**config.mk**
```make
export PLATFORM = sky130hd
export DESIGN_NAME = opnd_fetch
export DESIGN_NICKNAME = d
export VERILOG_FILES = /design/src/rtl/opf_pkg.sv /design/src/rtl/opf_regfile.sv /design/src/rtl/opf_agen.sv /design/src/rtl/opnd_fetch.sv
export SDC_FILE = /design/constraint.sdc
export NUM_CORES = 2
export LEC_CHECK = 0
export ABC_AREA = 1
export BUFFER_PORTS_ARGS = -buffer_cell sky130_fd_sc_hd__buf_2
export CORE_ASPECT_RATIO = 1.1
export CORE_MARGIN = 4
export CORE_UTILIZATION = 60
export CTS_CLUSTER_SIZE = 16
export DETAILED_ROUTE_END_ITERATION = 10
export GPL_ROUTABILITY_DRIVEN = 1
export GPL_TIMING_DRIVEN = 1
export HOLD_SLACK_MARGIN = 0.15
export PLACE_DENSITY_LB_ADDON = 0.05
export SYNTH_ARGS = -nofsm -noshare
export SYNTH_HDL_FRONTEND = slang
export SYNTH_SLANG_ARGS = --single-unit
export TNS_END_PERCENT = 20
```
**constraint.sdc**
```tcl
create_clock -name clk -period 7.9 [get_ports clk]
set_input_delay 0.79 -clock clk [delete_from_list [all_inputs] [get_ports clk]]
set_output_delay 0.79 -clock clk [all_outputs]
set_load 0.01 [all_outputs]
```
**src/rtl/opf_pkg.sv**
```systemverilog
package opf_pkg;

    typedef enum logic [2:0] {
        MODE_IMM  = 3'd0,
        MODE_REG  = 3'd1,
        MODE_RIND = 3'd2,
        MODE_ABS  = 3'd3,
        MODE_MIND = 3'd4,
        MODE_DISP = 3'd5,
        MODE_SCL  = 3'd6,
        MODE_RSV  = 3'd7
    } mode_e;

    typedef enum logic [1:0] {
        ST_IDLE  = 2'd0,
        ST_WAIT1 = 2'd1,
        ST_WAIT2 = 2'd2
    } st_e;

endpackage

```
**src/rtl/opf_regfile.sv**
```systemverilog
module opf_regfile #(
    parameter int DW   = 32,
    parameter int NREG = 16,
    localparam int RW  = $clog2(NREG)
) (
    input  logic          clk,
    input  logic          rst_n,
    input  logic [RW-1:0] ra_a,
    input  logic [RW-1:0] ra_b,
    input  logic [RW-1:0] ra_c,
    output logic [DW-1:0] rd_a,
    output logic [DW-1:0] rd_b,
    output logic [DW-1:0] rd_c,
    input  logic          we,
    input  logic [RW-1:0] wa,
    input  logic [DW-1:0] wd
);

    logic [DW-1:0] regs_q [NREG];
    logic [DW-1:0] regs_d [NREG];

    // Register 0 is never stored; the read ports force it to zero.
    always_comb begin
        for (int i = 0; i < NREG; i++) begin
            regs_d[i] = regs_q[i];
        end
        if (we && (wa != '0)) begin
            regs_d[wa] = wd;
        end
    end

    always_ff @(posedge clk) begin
        if (!rst_n) begin
            for (int i = 0; i < NREG; i++) begin
                regs_q[i] <= '0;
            end
        end else begin
            for (int i = 0; i < NREG; i++) begin
                regs_q[i] <= regs_d[i];
            end
        end
    end

    assign rd_a = (ra_a == '0) ? '0 : regs_q[ra_a];
    assign rd_b = (ra_b == '0) ? '0 : regs_q[ra_b];
    assign rd_c = (ra_c == '0) ? '0 : regs_q[ra_c];

    AST_WB_NONZERO: assert property (@(posedge clk) disable iff (!rst_n)
        we |-> (wa != '0));

endmodule

```
**src/rtl/opf_agen.sv**
```systemverilog
module opf_agen
    import opf_pkg::*;
#(
    parameter int DW = 32
) (
    input  mode_e         mode,
    input  logic [DW-1:0] base_val,
    input  logic [DW-1:0] index_val,
    input  logic [DW-1:0] disp,
    input  logic [1:0]    scale,
    output logic [DW-1:0] ea
);

    logic [DW-1:0] scaled_idx;

    always_comb begin
        case (scale)
            2'd0:    scaled_idx = index_val;
            2'd1:    scaled_idx = {index_val[DW-2:0], 1'b0};
            2'd2:    scaled_idx = {index_val[DW-3:0], 2'b0};
            default: scaled_idx = {index_val[DW-4:0], 3'b0};
        endcase
    end

    always_comb begin
        case (mode)
            MODE_RIND, MODE_MIND: ea = base_val;
            MODE_ABS:             ea = disp;
            MODE_DISP:            ea = disp + base_val;
            MODE_SCL:             ea = disp + base_val + scaled_idx;
            default:              ea = '0;
        endcase
    end

endmodule

```
**src/rtl/opnd_fetch.sv**
```systemverilog
module opnd_fetch
    import opf_pkg::*;
#(
    parameter int DW   = 32,
    parameter int AW   = 16,
    parameter int NREG = 16,
    localparam int RW  = $clog2(NREG)
) (
    input  logic          clk,
    input  logic          rst_n,
    input  logic          start,
    input  logic [2:0]    mode,
    input  logic [RW-1:0] dst_sel,
    input  logic [RW-1:0] base_sel,
    input  logic [RW-1:0] index_sel,
    input  logic [DW-1:0] konst,
    input  logic [1:0]    scale,
    input  logic          acc_en,
    output logic          busy,
    output logic          mem_req,
    output logic [AW-1:0] mem_addr,
    input  logic          mem_rvalid,
    input  logic [DW-1:0] mem_rdata,
    output logic          done,
    output logic [DW-1:0] operand,
    output logic [DW-1:0] result
);

    typedef struct packed {
        st_e           st;
        mode_e         md;
        logic [RW-1:0] dst;
        logic          acc;
        logic          req;
        logic [AW-1:0] addr;
        logic          done;
        logic [DW-1:0] opnd;
        logic [DW-1:0] res;
    } seq_t;

    seq_t s_q, s_d;

    logic [DW-1:0] base_val, index_val, dst_val, ea;
    logic [RW-1:0] dst_rd_sel;
    logic          wb_we;
    logic [RW-1:0] wb_wa;
    logic [DW-1:0] wb_wd;
    mode_e         mode_in;

    assign mode_in    = mode_e'(mode);
    assign dst_rd_sel = (s_q.st == ST_IDLE) ? dst_sel : s_q.dst;

    opf_regfile #(.DW(DW), .NREG(NREG)) u_rf (
        .clk  (clk),
        .rst_n(rst_n),
        .ra_a (base_sel),
        .ra_b (index_sel),
        .ra_c (dst_rd_sel),
        .rd_a (base_val),
        .rd_b (index_val),
        .rd_c (dst_val),
        .we   (wb_we),
        .wa   (wb_wa),
        .wd   (wb_wd)
    );

    opf_agen #(.DW(DW)) u_agen (
        .mode     (mode_in),
        .base_val (base_val),
        .index_val(index_val),
        .disp     (konst),
        .scale    (scale),
        .ea       (ea)
    );

    logic          fin;
    logic [DW-1:0] fin_val;
    logic [RW-1:0] fin_dst;
    logic          fin_acc;

    always_comb begin
        s_d      = s_q;
        s_d.req  = 1'b0;
        s_d.done = 1'b0;
        fin      = 1'b0;
        fin_val  = '0;
        fin_dst  = s_q.dst;
        fin_acc  = s_q.acc;

        case (s_q.st)
            ST_IDLE: begin
                if (start) begin
                    s_d.md  = mode_in;
                    s_d.dst = dst_sel;
                    s_d.acc = acc_en;
                    fin_dst = dst_sel;
                    fin_acc = acc_en;
                    case (mode_in)
                        MODE_IMM, MODE_RSV: begin
                            fin     = 1'b1;
                            fin_val = konst;
                        end
                        MODE_REG: begin
                            fin     = 1'b1;
                            fin_val = base_val;
                        end
                        default: begin
                            s_d.req  = 1'b1;
                            s_d.addr = ea[AW-1:0];
                            s_d.st   = ST_WAIT1;
                        end
                    endcase
                end
            end
            ST_WAIT1: begin
                if (mem_rvalid) begin
                    if (s_q.md == MODE_MIND) begin
                        s_d.req  = 1'b1;
                        s_d.addr = mem_rdata[AW-1:0];
                        s_d.st   = ST_WAIT2;
                    end else begin
                        fin     = 1'b1;
                        fin_val = mem_rdata;
                        s_d.st  = ST_IDLE;
                    end
                end
            end
            ST_WAIT2: begin
                if (mem_rvalid) begin
                    fin     = 1'b1;
                    fin_val = mem_rdata;
                    s_d.st  = ST_IDLE;
                end
            end
            default: s_d.st = ST_IDLE;
        endcase

        wb_we = 1'b0;
        wb_wa = fin_dst;
        wb_wd = dst_val + fin_val;
        if (fin) begin
            s_d.done = 1'b1;
            s_d.opnd = fin_val;
            s_d.res  = dst_val + fin_val;
            wb_we    = fin_acc && (fin_dst != '0);
        end
    end

    always_ff @(posedge clk) begin
        if (!rst_n) begin
            s_q <= '{st: ST_IDLE, md: MODE_IMM, default: '0};
        end else begin
            s_q <= s_d;
        end
    end

    assign busy     = (s_q.st != ST_IDLE);
    assign mem_req  = s_q.req;
    assign mem_addr = s_q.addr;
    assign done     = s_q.done;
    assign operand  = s_q.opnd;
    assign result   = s_q.res;

    // Independent trackers for the handshake and instruction accounting.
    logic [1:0] outst_q;
    logic [1:0] pend_q;
    logic       accept;
    assign accept = start && !busy;

    always_ff @(posedge clk) begin
        if (!rst_n) begin
            outst_q <= '0;
            pend_q  <= '0;
        end else begin
            outst_q <= outst_q + {1'b0, mem_req} - {1'b0, mem_rvalid && (outst_q != '0 || mem_req)};
            pend_q  <= pend_q + {1'b0, accept} - {1'b0, done};
        end
    end

    AST_ONE_OUTSTANDING: assert property (@(posedge clk) disable iff (!rst_n)
        mem_req |-> (outst_q == '0));
    AST_REQ_WHILE_BUSY: assert property (@(posedge clk) disable iff (!rst_n)
        mem_req |-> busy);
    AST_DONE_MATCHES_START: assert property (@(posedge clk) disable iff (!rst_n)
        done |-> (pend_q == 2'd1));
    AST_PEND_BOUNDED: assert property (@(posedge clk) disable iff (!rst_n)
        (pend_q <= 2'd1));

endmodule

```
After elaboration in Yosys (flattened, before gate mapping):

Memory sizes are Yosys's and may differ from the RTL's.
Index checks and enable logic that the tools add are counted.
W data, S select, Z words.

* add/sub/neg operators: 3
* order comparisons: 2
* eq/ne operators: 17
* muxes and demuxes: 56
* bitwise logic cells: 17
* reduce and logical (&&, ||, !) cells: 18

Operators with widths (count)
* $mux W32: 23
* $bwmux W512: 1
* $mux W512: 1
* $demux W32 S4: 1
* $pmux W32 S3: 1
* $mux W65: 1
* $pmux W16 S4: 1
* $pmux W32 S2: 1
* $mux W17: 3
* $pmux W16 S3: 1
* $pmux W17 S2: 1
* $add A16 B16 Y16: 2
* $add A32 B32 Y32: 1
* $mux W27: 1
* $mux W16: 1
* $or A1 B1 Y1: 16
* $eq A3 B3 Y1 const B: 5
* $logic_not A4 Y1: 3
* $mux W4: 3
* $mux W1: 10
* $ne A2 B2 Y1 const B: 5
* $mux W2: 4
* $eq A3 B2 Y1 const B: 2
* $pmux W2 S3: 1
* other kinds (17): 24

* register bits: 92
* memory bits (writable): 512
* bits of input ports: 86
* output and inout port bits: 83
* word-level logic and storage cells: 123
* memories: 1

Memory list
* u_rf.regs_q: depth 16, bits a word 32, read ports 19, clocked after Yosys merged registers in 0, wr ports 16, line opf_regfile.sv:19 `logic [DW-1:0] regs_q [NREG];`

Logic depth before layout (Yosys ltp):

* depth after elaboration: 10
* gate-level depth with buffers: 42
* depth with buffers taken out: 40

By module:

A second synthesis with hierarchy kept.

* cell total of the unflattened synthesis: 8085
* area total of the unflattened synthesis: 46104.2 um2

By module, submodules not included
* opf_regfile: instances 1, cells each 5857, area an instance 33535.9 um2, seq. area each 10249.8 um2
* opnd_fetch: instances 1, cells each 1196, area an instance 7114.3 um2, seq. area each 1841.8 um2
* opf_agen: instances 1, cells each 1032, area an instance 5454.0 um2, seq. area each 0.0 um2

Worst setup path after synthesis:

Ideal clock, no wire load.

* kind: input -> register
* start: in base_sel[0]
* end: reg s_q (netlist bit mem_addr[13])
* library setup time: 0.122 ns
* arrival time: 4.982 ns
* data required time: 7.778 ns
* setup slack: 2.797 ns
* stages on the path: 39
* path buffers: 5
* cells stage by stage: buf_6 > buf_6 > buf_2 > buf_2 > buf_2 > o21ai_0 > a21oi_1 > or3b_2 > nand2_1 > inv_1 > ha_1 > ha_1 > inv_1 > nand2_4 > xnor2_1 > ha_1 > inv_1 > nor2_1 > [... 3 more ...] > o21ai_0 > inv_1 > nor2_1 > nor2_1 > o21ai_0 > inv_1 > nor2_1 > nand3_1 > nand2_1 > nand2_2 > nand2_2 > nand2_2 > nand2_1 > nand2_1 > nand3_1 > nand2_1 > nand2_1 > a21oi_2

* word-level cells in the longest chain between the ends: 8
* elaborated cells between the ends (all ways): 9
* classes of those cells: add/sub (2); mux (5); reduce/logical (1); memory (1)

Ends and longest elaborated chain
* start, declared: line opnd_fetch.sv:14 `input logic [RW-1:0] base_sel,`
* $mem_v2 Z16 W32 or $logic_not A4 Y1 (tied branches)
* $mux W32 *: line opf_regfile.sv:44 `assign rd_a = (ra_a == '0) ? '0 : regs_q[ra_a];`
* $add A16 B16 Y16: line opf_agen.sv:29, opf_agen.sv:30
* $add A16 B16 Y16: line opf_agen.sv:30 `MODE_SCL: ea = disp + base_val + scaled_idx;`
* $pmux W16 S4 *: line opf_agen.sv:26 `case (mode)`
* $mux W17 *: line opnd_fetch.sv:98 `case (mode_in)`
* $mux W27 *: line opnd_fetch.sv:92 `if (start) begin`
* $pmux W17 S2 *: line opnd_fetch.sv:90 `case (s_q.st)`
* end signal, assigned: line opnd_fetch.sv:151 `s_q <= '{st: ST_IDLE, md: MODE_IMM, default: '0};`
* end signal, assigned: line opnd_fetch.sv:153 `s_q <= s_d;`
* end, declared: line opnd_fetch.sv:41 `seq_t s_q, s_d;`

Mark *: on every way between the ends. The rest lies on a longest branch, timed or not. The select of a mux whose other input is x is not followed.
A chain may end at the register's enable or synchronous reset.

==> flow_summary.json <==
{
  "slew_headroom": 0.152,
  "skew_ns": 0.0325,
  "setup_viol": 0,
  "arrival_ns": 7.11,
  "synth-seq-cells": 604,
  "synth_area_um2": 36500,
  "min_period_over_period": 0.829,
  "synth_top_area_cell": "dfxtp_1",
  "grt_max_degree": 205,
  "final_nets": 5429,
  "n_antenna_cell": 0,
  "synth_edf_count": 0,
  "gp_congestion": 0.951,
  "post_synth_and_or_nand_nor_area_fraction": 0.157,
  "wl_per_cell_um": 22.7,
  "p_per_area_nw_per_um2": 221,
  "clock-sinks": 604,
  "synth_mux_area_frac": 0,
  "hold_buffers": 0,
  "tightest_slew_ns": 1.27,
  "drive_above_1_share": 0.0925,
  "slew_viol_final": 0,
  "yosysSeqAreaShare": 0.331,
  "grt_pass1_wl_um": 209000,
  "reg2regPathDepth": 35,
  "portBuffers": 168,
  "synth-compound-area-share": 0.350,
  "path_max_fanout": 204,
  "hold_viol": 0,
  "cts_resized": 0,
  "h-tree-depth": 3,
  "tns_ns": 0,
  "whs_path_depth": 2,
  "synth_top_family_by_area": "compound AO/OA/AOI/OAI gates",
  "rsz0062_at_grt": "false",
  "post-route-min-period_ns": 6.55,
  "antenna_found_initial": 1,
  "grt_overflow": 0,
  "synth_top_flop_cell": "dfxtp_1",
  "row_count": 94,
  "start_util": 0.608,
  "drc": 0,
  "io_pins": 169,
  "antenna_left": 0,
  "cts_setup_buffers": 0,
  "pre_cts_slack_ns": 1.40,
  "cpMostUsedCell": "nand2_1",
  "synth_async_sr_flop_share": 0,
  "syn_to_final_growth_pct": 6.92,
  "fin_ws_ns": 1.35,
  "routed_wirelength_um": 139000,
  "synthCells": 5496,
  "yosys-top-cells-area": "dfxtp_1, o21ai_0, a21oi_1, nand2_1, inv_1",
  "grt_pass1_vias": 35500,
  "clkSlewWorstSetupHoldPaths_ns": 0.06,
  "syn_nets": 5644,
  "end_kind": "register",
  "maxCapViolCount": 0,
  "die_y_um": 267,
  "crit_required_ns": 8.46,
  "core_area_um2": 60100,
  "netlist.area_leader.share": 0.331,
  "ir_drop_mv": 0.205,
  "p_leak_nw": 16.4,
  "worstHoldPathType": "register to register",
  "syn_area_per_cell_um2": 6.65,
  "synthAdderAreaFrac": 0.0216,
  "fmax_ghz": 0.153,
  "synth_xor_area_frac": 0.0105,
  "die-width_um": 243,
  "gr-usage-all-layers": 0.409,
  "power_mw": 8.63,
  "ys_warn_count": 0,
  "die_area_um2": 64900,
  "final_cell_mix": "o21ai_0, a21oi_1, nand2_1, dfxtp_1, inv_1",
  "cp_slowest_stage_delay_ns": 0.70,
  "viasPerCell": 6.35,
  "critPathKind": "register to register",
  "ctsRootBufferMaster": "clkbuf_16",
  "slowest_stage": "buf_4",
  "final_common_cell": "o21ai_0",
  "worstSkewPairLatency_ns": 0.63,
  "status": "finished clean",
  "cts_tree": "done",
  "clock_path_buffers": 3,
  "first_iter_violations": 5392,
  "numCtsBuffers": 67,
  "dp_hpwl_um": 86000,
  "drt-pass1-iter-count": 7,
  "cp-start-kind": "register",
  "dr_total_vias": 39000,
  "ys_types": 63
}
==> report_power, final <==
| group | switching, mW | internal [mW] | total [mW] |
|---|---|---|---|
| clock network | 1.37 | 1.97 | 3.34 |
| logic | 1.57 | 0.571 | 2.14 |
| registers | 0.0445 | 3.11 | 3.16 |
| total | 2.98 | 5.65 | 8.63 |
==> cell families (layout without fill, tap and decap cells) <==
kind of cell,Yosys count,in the layout
flip-flops,604,604
AO/OA/AOI/OAI,2345,2345
buffers and inverters,1124,958
adder cells (fa/ha/maj),62,62
AND/OR/NAND/NOR,1319,1319
XOR/XNOR,42,42
==> cell usage after synthesis (17+ instances only) <==
library cell     n
inv_2           25
nand3_1        303
ha_1            60
xor2_1          25
buf_2          102
a31oi_1         17
buf_1           29
dfxtp_1        604
inv_1          556
buf_4           89
clkbuf_1       310
o21ai_1         58
o221ai_1        55
o22ai_1         38
nor2_1         264
nand2_1        656
nand2_2         21
a21oi_1        897
o211ai_1       153
o21ai_0       1021
==> final cells by class <==
class	count	area [um^2]
Tap cell	816	1020
Fill cell	5566	21000
Inverter	587	2220
Clock buffer	93	1960
Multi-Input combinational cell	3768	19800
Timing Repair Buffer	253	1610
Clock inverter	25	338
Sequential cell	604	12100
==> state kept, by name, summed over array words and instances, names as in the netlist <==
name / flops
mem_req: 1
operand: 32
result: 32
done: 1
s_q: 10
u_rf.regs_q: 512
mem_addr: 16
==> through the flow <==
stage | utilization | hold slack [ns] | instances | instance area [um^2]
after floorplan | - | 0.404 | 5496 | 36500
after global placement | 0.612 | 0.411 | 6028 | 36800
after detailed placement | 0.612 | 0.416 | 6028 | 36800
after CTS | 0.650 | 0.425 | 6146 | 39100
after global routing | 0.650 | 0.445 | 6146 | 39100
final | 0.650 | 0.426 | 6146 | 39100
==> critical path, delay by kind of cell, from the launching register on <==
kind | cells | cell delay, ns
AO/OA/AOI/OAI | 10 | 1.49
buffers and inverters | 8 | 1.91
AND/OR/NAND/NOR | 16 | 2.23
flip-flops | 1 | 0.36
adder cells (fa/ha/maj) | 1 | 0.28
==> per-layer routing <==
metal	part of all wire	global-route usage	up-vias
met5	0	0	-
met4	0.091	0.327	0
met3	0.11	0.0787	589
met2	0.44	0.637	2351
met1	0.37	0.496	17800
li1	-	-	18300
==> path summary, 6_finish.rpt <==
path	start	end	slack, ns
hold reg to reg	u_rf.regs_q[0][25]	u_rf.regs_q[0][25]	0.43
setup / recovery	s_q[91]	u_rf.regs_q[12][27]	1.35
setup reg to reg	s_q[91]	u_rf.regs_q[12][27]	1.35
hold / removal	u_rf.regs_q[0][25]	u_rf.regs_q[0][25]	0.43
Power figures use the tool's default switching activity.
